===== src/rtl/desc_fetch.sv =====
module desc_fetch #(
  parameter int AW    = 16,
  parameter int CAM_N = 16
) (
  input  logic                        clk,
  input  logic                        rst_n,
  input  logic                        strap_be,
  input  logic                        cfg_wide,
  input  logic                        cmd_valid,
  input  logic [1:0]                  cmd_op,
  input  logic [AW-1:0]               cmd_base,
  input  logic [$clog2(CAM_N+1)-1:0]  cam_count,
  output logic                        busy,
  output logic                        done,
  output logic                        mem_req,
  output logic [AW-1:0]               mem_addr,
  input  logic                        mem_gnt,
  input  logic [31:0]                 mem_rdata,
  input  logic [$clog2(CAM_N)-1:0]    cam_sel,
  output logic [47:0]                 cam_entry,
  output logic [15:0]                 cam_enable,
  output logic [31:0]                 rx_buf_addr,
  output logic [31:0]                 rx_word_cnt,
  output logic [3:0]                  tx_ctrl,
  output logic [15:0]                 tx_pkt_size,
  output logic [15:0]                 tx_frag_cnt,
  output logic [31:0]                 tx_frag_addr,
  output logic [15:0]                 tx_frag_size,
  input  logic [15:0]                 int_mask,
  input  logic [15:0]                 int_status,
  output logic                        irq
);
  localparam int IW = $clog2(CAM_N);
  localparam int CW = $clog2(CAM_N + 1);
  localparam logic [1:0] OP_CAM = 2'd1;
  localparam logic [1:0] OP_RX  = 2'd2;
  localparam logic [1:0] OP_TX  = 2'd3;

  logic          act, wide_q, be_q, mask_ph, done_q;
  logic [1:0]    op_q;
  logic [AW-1:0] base_q;
  logic [2:0]    fld;
  logic [CW-1:0] left;
  logic [IW-1:0] idx_q;
  logic [47:0]   cam [CAM_N];

  wire [AW-1:0] slot  = wide_q ? AW'({fld, be_q}) : AW'(fld);
  assign mem_addr     = base_q + {slot[AW-2:0], 1'b0};
  wire          hi_sel = wide_q & (mem_addr[1] ^ be_q);
  wire [15:0]   fv    = hi_sel ? mem_rdata[31:16] : mem_rdata[15:0];
  wire          last  = mask_ph | (op_q == OP_TX ? fld == 3'd5 : fld == 3'd3);
  wire          take  = act & mem_gnt;
  wire          fin   = take & last & (mask_ph | op_q != OP_CAM);
  wire          start = cmd_valid & ~act & (cmd_op != 2'd0);
  wire [AW-1:0] rec_step = wide_q ? AW'(16) : AW'(8);

  assign busy      = act;
  assign done      = done_q;
  assign mem_req   = act;
  assign cam_entry = cam[cam_sel];
  assign irq       = |(int_mask & int_status);

  always_ff @(posedge clk) begin
    if (!rst_n) begin
      act <= 1'b0; wide_q <= 1'b0; be_q <= 1'b0; mask_ph <= 1'b0;
      done_q <= 1'b0; op_q <= 2'd0; base_q <= '0; fld <= '0;
      left <= '0; idx_q <= '0;
    end else begin
      done_q <= fin;
      if (start) begin
        act     <= 1'b1;
        op_q    <= cmd_op;
        base_q  <= cmd_base;
        wide_q  <= cfg_wide;
        be_q    <= strap_be;
        fld     <= '0;
        left    <= cam_count;
        mask_ph <= (cmd_op == OP_CAM) && (cam_count == '0);
      end else if (take) begin
        if (op_q == OP_CAM && !mask_ph && fld == 3'd0) idx_q <= fv[IW-1:0];
        if (!last) begin
          fld <= fld + 3'd1;
        end else if (fin) begin
          act     <= 1'b0;
          mask_ph <= 1'b0;
        end else begin
          fld    <= '0;
          base_q <= base_q + rec_step;
          left   <= left - CW'(1);
          if (left == CW'(1)) mask_ph <= 1'b1;
        end
      end
    end
  end

  always_ff @(posedge clk) begin
    if (!rst_n) begin
      for (int i = 0; i < CAM_N; i++) cam[i] <= '0;
      cam_enable <= '0;
    end else if (take && op_q == OP_CAM) begin
      if (mask_ph) cam_enable <= fv;
      else begin
        case (fld)
          3'd1: cam[idx_q][15:0]  <= fv;
          3'd2: cam[idx_q][31:16] <= fv;
          3'd3: cam[idx_q][47:32] <= fv;
          default: ;
        endcase
      end
    end
  end

  always_ff @(posedge clk) begin
    if (!rst_n) begin
      rx_buf_addr <= '0; rx_word_cnt <= '0;
    end else if (take && op_q == OP_RX) begin
      case (fld)
        3'd0: rx_buf_addr[15:0]  <= fv;
        3'd1: rx_buf_addr[31:16] <= fv;
        3'd2: rx_word_cnt[15:0]  <= fv;
        3'd3: rx_word_cnt[31:16] <= fv;
        default: ;
      endcase
    end
  end

  always_ff @(posedge clk) begin
    if (!rst_n) begin
      tx_ctrl <= '0; tx_pkt_size <= '0; tx_frag_cnt <= '0;
      tx_frag_addr <= '0; tx_frag_size <= '0;
    end else if (take && op_q == OP_TX) begin
      case (fld)
        3'd0: tx_ctrl             <= fv[15:12];
        3'd1: tx_pkt_size         <= fv;
        3'd2: tx_frag_cnt         <= fv;
        3'd3: tx_frag_addr[15:0]  <= fv;
        3'd4: tx_frag_addr[31:16] <= fv;
        3'd5: tx_frag_size        <= fv;
        default: ;
      endcase
    end
  end


  addr_hold_chk: assert property (@(posedge clk) disable iff (!rst_n)
    mem_req && !mem_gnt |=> mem_req && $stable(mem_addr));


  done_pulse_chk: assert property (@(posedge clk) disable iff (!rst_n)
    done |=> !done);


  done_after_gnt_chk: assert property (@(posedge clk) disable iff (!rst_n)
    done |-> $past(mem_gnt) && !busy);


  enable_src_chk: assert property (@(posedge clk) disable iff (!rst_n)
    !$stable(cam_enable) |-> $past(mem_gnt && mem_req));


  tx_src_chk: assert property (@(posedge clk) disable iff (!rst_n)
    !$stable(tx_frag_size) |-> $past(mem_gnt) && done);
endmodule


===== config.mk =====
export PLATFORM = sky130hd
export DESIGN_NAME = desc_fetch
export DESIGN_NICKNAME = d
export VERILOG_FILES = /design/src/rtl/desc_fetch.sv
export SDC_FILE = /design/constraint.sdc
export NUM_CORES = 1
export LEC_CHECK = 0
export ABC_AREA = 1
export BUFFER_PORTS_ARGS = -buffer_cell sky130_fd_sc_hd__buf_2
export CORE_ASPECT_RATIO = 1.75
export CORE_MARGIN = 10
export CORE_UTILIZATION = 25
export CTS_BUF_LIST = sky130_fd_sc_hd__clkbuf_4
export DETAILED_ROUTE_END_ITERATION = 6
export GPL_TIMING_DRIVEN = 0
export PLACE_DENSITY_LB_ADDON = 0.05
export SLEW_MARGIN = 15
export SYNTH_ARGS = -nofsm -noshare
export SYNTH_HDL_FRONTEND = slang
export SYNTH_SLANG_ARGS = --single-unit

===== constraint.sdc =====
create_clock -name clk -period 3.7 [get_ports clk]
set_input_delay 0.37 -clock clk [delete_from_list [all_inputs] [get_ports clk]]
set_output_delay 0.37 -clock clk [all_outputs]
set_load 0.01 [all_outputs]

* After elaboration in Yosys (flattened, before gate mapping)
Memories as Yosys holds them, arrays and structs flattened. Cells that the tools add are included.
Word-level totals: flip-flop bits (word level) 199, memory bits (writable) 768, input bits 97, output and inout port bits 232, logic and storage cells 127, memories 1
Cells by class: add/sub/neg operators 4, eq/ne operators 13, mux-type cells 42, bitwise gates (word level) 13, reduce and logical (&&, ||, !) cells 33
Memory list:
- cam | words 16, width 48, read ports 1, clocked after memory_dff 0, wr ports 16, line 45 | logic [47:0] cam [CAM_N];
Operator list (count):
- $mux 16 | 5
- $mux 48 | 1
- $reduce_or 48->1 | 1
- $add 16x5->16 | 2
- $mux 1 | 26
- $mux 5 | 5
- $reduce_and 2->1 | 12
- $and 16x16->16 | 1
- $reduce_or 16->1 | 1
- $reduce_and 3->1 | 4
- $mux 3 | 3
- $mux 4 | 2
- $reduce_bool 2->1 | 4
- $and 1x1->1 | 6
- $eq 3x2->1 const B | 2
- $eq 3x3->1 const B | 2
- $logic_and 1x1->1 | 6
- $eq 5x1->1 const B | 1
- $logic_not 5->1 | 1
- $sub 5x1->5 const B | 1
- $eq 2x1->1 const B | 2
- $eq 2x2->1 const B | 2
- $ne 2x1->1 const B | 2
- $add 3x1->3 const B | 1
- other kinds (9) | 12

* Depth between registers and ports, before layout
Gate-level depths: netlist (run 1).
depth in word-level cells 9, mapped depth 12, depth with buffers taken out 12

* Least setup slack after synthesis (run 1)
No wires, ideal clock.
path type register -> register, from reg act, in the netlist busy, to mem cam[5][16], enable pin, library setup time 372 ps, arrival time 1891 ps, data required time 3328 ps, path slack 1437 ps, cell stages (with the launch flop) 9, buffers on the path 2, clock period less this slack 2263 ps, cell sequence dfxtp_1 -> nand2_2 -> nor3_2 -> nand3_2 -> nor2_4 -> buf_8 -> nand2_4 -> buf_2 -> nand2_1
RTL lines:
- start: declaration | line 39 | logic act, wide_q, be_q, mask_ph, done_q;
- start signal: assignment | line 65 | act <= 1'b0; wide_q <= 1'b0; be_q <= 1'b0; mask_ph <= 1'b0;
- start signal: assignment | line 71 | act <= 1'b1;
- start signal: assignment | line 84 | act <= 1'b0;
- end: declaration | line 45

* Worst setup path after layout (run 1)
from in cam_sel[0], to out cam_entry[5]
Between the ends: cells in the longest elaborated chain, start to end 1
RTL lines:
- start: declaration | line 19 | input logic [$clog2(CAM_N)-1:0] cam_sel,
- $mem_v2 16x48
- end: declaration | line 20 | output logic [47:0] cam_entry,
No other way between the ends.

==> results of run 1 <==
## placed cells by master, fill, tap and decap left out, types with 30 or more instances in the layout
master | netlist | layout
sky130_fd_sc_hd__nor2_1 | 841 | 840
sky130_fd_sc_hd__nand2_1 | 668 | 665
sky130_fd_sc_hd__nand2_4 | 30 | 30
sky130_fd_sc_hd__o211ai_1 | 192 | 192
sky130_fd_sc_hd__clkbuf_1 | 181 | 152
sky130_fd_sc_hd__buf_2 | 130 | 449
sky130_fd_sc_hd__dlygate4sd3_1 | 0 | 68
sky130_fd_sc_hd__inv_1 | 553 | 552
sky130_fd_sc_hd__nand3_1 | 329 | 328
sky130_fd_sc_hd__o21ai_0 | 388 | 386
sky130_fd_sc_hd__a21oi_1 | 259 | 259
sky130_fd_sc_hd__edfxtp_1 | 768 | 768
sky130_fd_sc_hd__clkbuf_4 | 0 | 401
sky130_fd_sc_hd__dfxtp_1 | 199 | 196
## registers in the layout, summed over array words and instances, names as in the netlist
| name | flops |
|---|---|
| wide_q | 1 |
| op_q | 2 |
| tx_pkt_size | 16 |
| idx_q | 4 |
| rx_word_cnt | 32 |
| mask_ph | 1 |
| fld | 3 |
| cam_enable | 16 |
| busy | 1 |
| tx_ctrl | 4 |
| rx_buf_addr | 32 |
| base_q | 16 |
| tx_frag_addr | 32 |
| cam | 768 |
| be_q | 1 |
| left | 5 |
| tx_frag_cnt | 16 |
| tx_frag_size | 16 |
| done | 1 |
## stage by stage
stage                     cell area [um2]  TNS, ns  utilization [%]  total power [W]
after detailed placement            48500   -83.95             27.7           0.0152
final                               52600  -0.0447             30.1           0.0253
after CTS                           52500        0             30.0           0.0256
after global placement              48400  -331.43             27.7           0.0152
after global routing                52600  -0.0152             30.1           0.0263
after floorplan                     44000        0                -           0.0136
## critical path, cell delays in order
cell and delay, ns:
sky130_fd_sc_hd__buf_2 0.32, sky130_fd_sc_hd__buf_2 0.38, sky130_fd_sc_hd__buf_2 0.45, sky130_fd_sc_hd__clkbuf_1 0.75
sky130_fd_sc_hd__o211ai_1 0.38, sky130_fd_sc_hd__nand3_1 0.18, sky130_fd_sc_hd__nand3_1 0.08, sky130_fd_sc_hd__nand2_1 0.23
sky130_fd_sc_hd__buf_2 0.18
## timing repair
item,in CTS,in global routing
resized for setup,33,8
hold buffers,67,1
endpoints found under the hold margin,231,1
setup buffers,0,1
setup endpoints to repair,377,107
## logic make-up (layout without fill, tap and decap cells)
family          after synthesis  count (layout)  share of synthesized area [%]
xor+xnor                     16              16                          0.319
simple gates               1896            1896                           17.8
flops                       967             967                           61.5
other cells                   0              18                              0
buf+inv                     934            1772                           8.91
compound gates              860             860                           11.0
fa+ha+maj                    15              15                          0.461
## metal layers
layer / wire length, um / share of wire (%) / vias up / track usage [%]
met1: 79300 / 35 / 17979 / 23.2
met2: 116000 / 52 / 1340 / 41.2
met5: 55 / 0.024 / - / 0
met4: 14300 / 6.4 / 8 / 13.2
li1: - / - / 17024 / -
met3: 14600 / 6.5 / 431 / 5.60
## final cells by class
cell class,instances,area share [%]
antenna,18,0.0856
buffer,377,3.58
clock buffer,398,5.68
clock inverter,45,0.618
inverter,557,3.98
multi-input combinational,2787,24.8
sequential,967,51.4
tap,2255,5.36
timing repair buffer,395,4.45
## path summary, 6_finish.rpt
kind | start | end
hold reg to reg | base_q[0] | base_q[0]
setup reg to reg | fld[0] | cam[7][26]
hold / removal | mem_rdata[11] | rx_word_cnt[11]
setup / recovery | cam_sel[0] | cam_entry[5]
## power breakdown
part | leakage (nW) | internal, W | switching, W
sequential | 9.53 | 0.0120 | 0.000114
clock | 1.99 | 0.00524 | 0.00506
combinational | 11.5 | 0.000595 | 0.00232
total | 23.0 | 0.0178 | 0.00749
==> results.rst, run 1 <==
.. list-table::
   :header-rows: 1

   * - Metric
     - Value
   * - Final period demand of the worst path
     - between 3 and 4 ns
   * - Tightest slew margin relative to the limit
     - between 10% and 20%
   * - Clock latency reported for the late side of the worst-skew pair
     - ~1.2 ns
   * - Area occupied by multi-input gates
     - between 0.01 and 0.015 mm2
   * - Fin. Hold Viols
     - 0
   * - Mapped cell area
     - roughly 0.044 mm2
   * - Pre-antenna DRT Iters
     - 6
   * - Fraction of the yosys area taken by sequential cells
     - slightly above 60%
   * - Residual DRC
     - 0
   * - Most frequent cell after synthesis
     - sky130_fd_sc_hd__nor2_1
   * - Mean cell area of the mapped netlist
     - around 9.4 um2
   * - Yosys top cell by area
     - sky130_fd_sc_hd__edfxtp_1
   * - Sequential standard cell area
     - around 0.027 mm2
   * - Share of synthesized registers carrying an async set or reset
     - 0%
   * - Buffers added on ports
     - ~320
   * - Number of instances on the worst hold path
     - 6
   * - Clock tree skew after final layout
     - between 0.07 and 0.08 ns
   * - Horizontal die dimension
     - ~340 um
   * - Maximum fanout along the worst path
     - 10
   * - Fin worst setup slack
     - -0.0321 ns
   * - Number of enable flip-flop cells after synthesis
     - 768
   * - Htree depth
     - 5
   * - Mean number of vias per cell
     - around 4.7
   * - Total of warnings raised by yosys
     - 0
   * - Core region area
     - between 0.15 and 0.2 mm2
   * - Class of the worst hold path
     - primary input to flop
   * - Non-filler cells, final
     - 7799
   * - Total wirelength of the detailed-routed design
     - 225000 um
   * - Depth of the most critical reg-to-reg path
     - 11
   * - Number of CTS-inserted buffers
     - around 270
   * - Routability congestion estimate
     - about 0.87
   * - Vias after detailed routing
     - 36782
   * - Number of global-route vias before repair
     - ~38000
   * - Number of fill cells in the layout
     - 18752
   * - Chip Height
     - roughly 570 um
   * - Total die area
     - between 0.15 and 0.2 mm2
   * - Clock slew at reported path FFs
     - 0.07 ns
   * - Status
     - finished with violations
   * - Commonest cells in the netlist
     - 841 x sky130_fd_sc_hd__nor2_1, 768 x sky130_fd_sc_hd__edfxtp_1, 668 x sky130_fd_sc_hd__nand2_1
   * - Post-Syn Instances
     - 4688
   * - Count of pins on the block boundary
     - approximately 330
   * - Number of buffers between clock root and the deepest sink
     - 4
   * - Placement Rows
     - 203
   * - Worst Path Class, Setup
     - primary input to primary output
   * - Syn-to-layout area delta
     - 19.6%
   * - Required time of the worst setup path
     - approximately 3.3 ns
   * - Number of DRC violations after detailed-routing iteration 0
     - between 2000 and 3000
   * - # placed instances
     - approximately 7300
   * - Area fraction of the dominant cell type after synthesis
     - between 50% and 60%
   * - Leading cell types by total area after synthesis
     - sky130_fd_sc_hd__edfxtp_1 52%, sky130_fd_sc_hd__dfxtp_1 9.1%, sky130_fd_sc_hd__nor2_1 7.2%
   * - Avg WL per Cell
     - 28.8 um
   * - Sort of element at the start of the critical path
     - primary input
   * - Setup crit end kind
     - primary output
   * - Worst slack at placement
     - -0.553 ns
   * - Slew at the pin closest to its max-slew limit
     - around 1.3 ns
   * - Dominant register cell in the synthesized netlist
     - sky130_fd_sc_hd__edfxtp_1
   * - Ratio of cells with drive above 1 in the final layout
     - between 10% and 20%
   * - Root Buffer
     - sky130_fd_sc_hd__clkbuf_4
   * - Number of nets produced by synthesis
     - 4800
   * - Final Max Slew Viols
     - 0
   * - Worst slack on hold paths
     - ~0.053 ns
   * - Pin count of the biggest net entering global routing
     - 17
   * - Maximum vdd ir drop
     - about 0.22 mV
   * - Clock sink count
     - roughly 970
   * - Gr ovfl total
     - 0
   * - Final setup violating endpoints
     - 2
   * - Count of nets left with antenna violations after detail routing
     - 0
   * - Count of cell types in the netlist
     - 35
   * - All-layer global routing usage
     - 22.7%
   * - Period utilisation layout
     - 101%
   * - Maximum operating frequency
     - around 270 MHz
   * - Estimated wirelength of the detail-placed design
     - approximately 170000 um
   * - Arrival time at the worst endpoint
     - 3.36 ns
   * - Static Leakage
     - about 23 nW
   * - Power per Cell Area
     - 481 mW/mm2
   * - FF-to-FF setup slack
     - 0.04 ns
   * - Wire length of the first global-routing pass
     - around 310000 um
   * - Violations in the final reports
     - negative setup slack
   * - Net count of the finished layout
     - about 5500
   * - TritonCTS clock tree
     - done
   * - Initial Util
     - between 20 and 30%
   * - Number of antenna violations at the first check in global routing
     - 13
   * - Total of flip-flops plus latches after synthesis
     - between 900 and 1000
   * - Number of max-cap violations
     - 0
(Power assumes the default switching activity.)
==> run 2, diff against run 1 <==
- CORE_ASPECT_RATIO: 1.75 -> 0.75
- CORE_UTILIZATION: 25 -> 23
- SKIP_LAST_GASP: not set -> 1
==> run 2 against run 1 <==
Effect of this change: non-clock buffer count is 42 higher; die area rose by 8.0%; the flow now finishes without violations; power up 2.4%; register-to-register slack improved by 0.09 ns; largest power group unchanged; worst setup slack better by 0.074 ns.
==> results.rst, run 2 (synthesis gave the netlist of run 1 again) <==
.. list-table::
   :header-rows: 1

   * - Metric
     - Value
   * - All-layer global routing usage
     - 21.4% (-1.3 points)
   * - Fin. Hold Viols
     - 0 (unchanged)
   * - Number of DRC violations after detailed-routing iteration 0
     - 3406 (+31%)
   * - Vias after detailed routing
     - 37834 (+2.9%)
   * - Final core area utilization
     - 28.3% (-1.7 points)
   * - Clock latency reported for the late side of the worst-skew pair
     - 1.33 ns (+0.13 ns)
   * - Worst slack at placement
     - -0.545 ns (+0.00784 ns)
   * - Register ranked first by flip-flop count
     - cam
   * - Worst Path Class, Setup
     - primary input to primary output
   * - Wire length of the first global-routing pass
     - 314000 um (+2.8%)
   * - Chip Height
     - 399 um (-31%)
   * - Ratio of cells with drive above 1 in the final layout
     - 19.0% (+0.74 points)
   * - Static Leakage
     - 23.4 nW (+1.5%)
   * - Root Buffer
     - sky130_fd_sc_hd__clkbuf_4
   * - Sort of element at the start of the critical path
     - primary input
   * - Clock sink count
     - 967 (unchanged)
   * - Maximum fanout along the worst path
     - 10 (unchanged)
   * - Total die area
     - 0.209 mm2 (+8.0%)
   * - Horizontal die dimension
     - 525 um (+56%)
   * - Count of nets left with antenna violations after detail routing
     - 0 (unchanged)
   * - TritonCTS clock tree
     - done
   * - Avg WL per Cell
     - 28.5 um (-1.1%)
   * - Number of max-cap violations
     - 0 (unchanged)
   * - Final setup violating endpoints
     - 0 (-2)
   * - Mean number of vias per cell
     - 4.64 (-1.5%)
   * - Setup crit end kind
     - primary output
   * - Final Max Slew Viols
     - 0 (unchanged)
   * - Commonest cells after routing, fill and taps aside
     - 838 x sky130_fd_sc_hd__nor2_1, 768 x sky130_fd_sc_hd__edfxtp_1, 662 x sky130_fd_sc_hd__nand2_1, 552 x sky130_fd_sc_hd__inv_1, 451 x sky130_fd_sc_hd__buf_2
   * - Initial Util
     - 23.2% (-1.9 points)
   * - Depth of the most critical reg-to-reg path
     - 10 (-1)
   * - Unrepaired setup endpoints after global routing
     - yes
   * - Tightest slew margin relative to the limit
     - 7.20% (-8.8 points)
   * - Buffers added on ports
     - 324 (unchanged)
   * - Residual DRC
     - 0 (unchanged)
   * - Placement Rows
     - 138 (-32%)
   * - Number of antenna violations at the first check in global routing
     - 28 (+15)
   * - Pin count of the biggest net entering global routing
     - 17 (unchanged)
   * - Count of pins on the block boundary
     - 329 (unchanged)
   * - Gr ovfl total
     - 0 (unchanged)
   * - Fin worst setup slack
     - 0.0424 ns (+0.0745 ns)
   * - Routability congestion estimate
     - 0.825 (-4.7%)
   * - Total negative slack
     - 0 ns (+0.0447 ns)
   * - Arrival time at the worst endpoint
     - 3.29 ns (-0.07 ns)
   * - Number of instances on the worst hold path
     - 4 (-2)
   * - Period utilisation layout
     - 98.9% (-2.0 points)
   * - Pre-antenna DRT Iters
     - 5 (-1)
   * - Leading cell type in the layout, fill and taps excluded
     - sky130_fd_sc_hd__nor2_1
   * - Maximum operating frequency
     - 273 MHz (+2.0%)
   * - Total wirelength of the detailed-routed design
     - 232000 um (+3.3%)
   * - Slew at the pin closest to its max-slew limit
     - 1.39 ns (+0.132 ns)
   * - Status
     - finished, final reports clean
   * - Clock slew at reported path FFs
     - 0.06 ns (about the same)
   * - Estimated wirelength of the detail-placed design
     - 167000 um (about the same)
   * - Required time of the worst setup path
     - 3.33 ns (about the same)
   * - Number of global-route vias before repair
     - 37188 (-2.5%)
   * - Class of the worst hold path
     - primary input to flop
   * - Number of CTS-inserted buffers
     - 304 (+12%)
   * - Power per Cell Area
     - 483 mW/mm2 (+0.34%)
   * - Number of buffers between clock root and the deepest sink
     - 4 (unchanged)
   * - Htree depth
     - 5 (unchanged)
   * - Flip-flop count of the largest register, all copies and words added
     - 768 (unchanged)
   * - Worst slack on hold paths
     - 0.0947 ns (+0.0420 ns)
   * - Core region area
     - 0.189 mm2 (+8.2%)
   * - Final period demand of the worst path
     - 3.66 ns (-0.0745 ns)
   * - Net count of the finished layout
     - 5543 (+1.4%)
   * - Syn-to-layout area delta
     - 22.1%
   * - Clock tree skew after final layout
     - 0.116 ns (+0.0367 ns)
   * - Maximum vdd ir drop
     - 0.311 mV (+44%)
   * - Number of fill cells in the layout
     - 20465 (+9.1%)
==> run 2: cell types whose count changed in the layout (fill, tap and decap cells not counted), moves of 3 or more <==
| cell | previous run | this run |
|---|---|---|
| sky130_fd_sc_hd__ha_4 | 0 | 3 |
| sky130_fd_sc_hd__nand2_1 | 665 | 662 |
| sky130_fd_sc_hd__diode_2 | 18 | 15 |
| sky130_fd_sc_hd__dlygate4sd3_1 | 68 | 102 |
| sky130_fd_sc_hd__bufinv_16 | 5 | 1 |
| sky130_fd_sc_hd__inv_2 | 9 | 5 |
| sky130_fd_sc_hd__clkbuf_2 | 29 | 33 |
| sky130_fd_sc_hd__clkbuf_4 | 401 | 443 |
| sky130_fd_sc_hd__clkinv_1 | 29 | 41 |
| sky130_fd_sc_hd__buf_4 | 19 | 24 |
| sky130_fd_sc_hd__clkbuf_1 | 152 | 148 |
==> run 2: metal layers <==
layer / vias up / part of all wire [%] / global-route usage, %
met1: 19011 / 49 / 31.7
met2: 1306 / 42 / 31.9
met4: 0 / 1.9 / 4.58
li1: 17201 / - / -
met5: - / 0 / 0
met3: 316 / 6.6 / 4.44
==> run 2: timing repair <==
action,4_1_cts,5_1_grt
setup buffers,7,2
pin swaps,5,7
endpoints found under the hold margin,384,0
hold buffers,103,0
setup endpoints to repair,162,74
gates resized for setup,40,25
==> run 2: final cells by class <==
class	count	area (um2)	area share, %
plain buffers	376	1880	3.49
well taps	2520	3150	5.87
diodes	15	37.5	0.0699
repair buffers	438	2800	5.21
clock buffers	442	3320	6.18
inverters	557	2100	3.91
multi-input cells	2787	13200	24.5
flip-flops and latches	967	27100	50.4
clock inverters	44	191	0.357
==> run 2: final timing paths <==
check / from / to / slack [ns]
max: cam_sel[0] / cam_entry[2] / 0.04
min: mem_rdata[27] / rx_word_cnt[11] / 0.09
max reg2reg: fld[0] / cam[10][38] / 0.13
min reg2reg: base_q[0] / base_q[0] / 0.50
==> run 2: through the flow <==
| step | power (W) | area (um2) | std cells |
|---|---|---|---|
| after floorplan | 0.0136 | 44000 | 4688 |
| after global placement | 0.0153 | 48800 | 7532 |
| after detailed placement | 0.0153 | 48800 | 7534 |
| after CTS | 0.0262 | 53500 | 8130 |
| after global routing | 0.0269 | 53700 | 8140 |
| final | 0.0259 | 53700 | 8146 |
==> run 2: worst max-delay path, cell delays in order <==
cell                       delay, ns
sky130_fd_sc_hd__buf_2          0.32
sky130_fd_sc_hd__buf_2          0.35
sky130_fd_sc_hd__buf_2          0.45
sky130_fd_sc_hd__buf_2          0.52
sky130_fd_sc_hd__o211ai_1       0.21
sky130_fd_sc_hd__nand3_1        0.28
sky130_fd_sc_hd__nand3_1        0.28
sky130_fd_sc_hd__nand2_1        0.28
sky130_fd_sc_hd__buf_2          0.17
==> run 2: where the power goes <==
group / switching (W) / internal, W / leakage (nW)
combinational: 0.00238 / 0.000636 / 11.7
sequential: 0.000109 / 0.0120 / 9.54
clock: 0.00534 / 0.00547 / 2.12
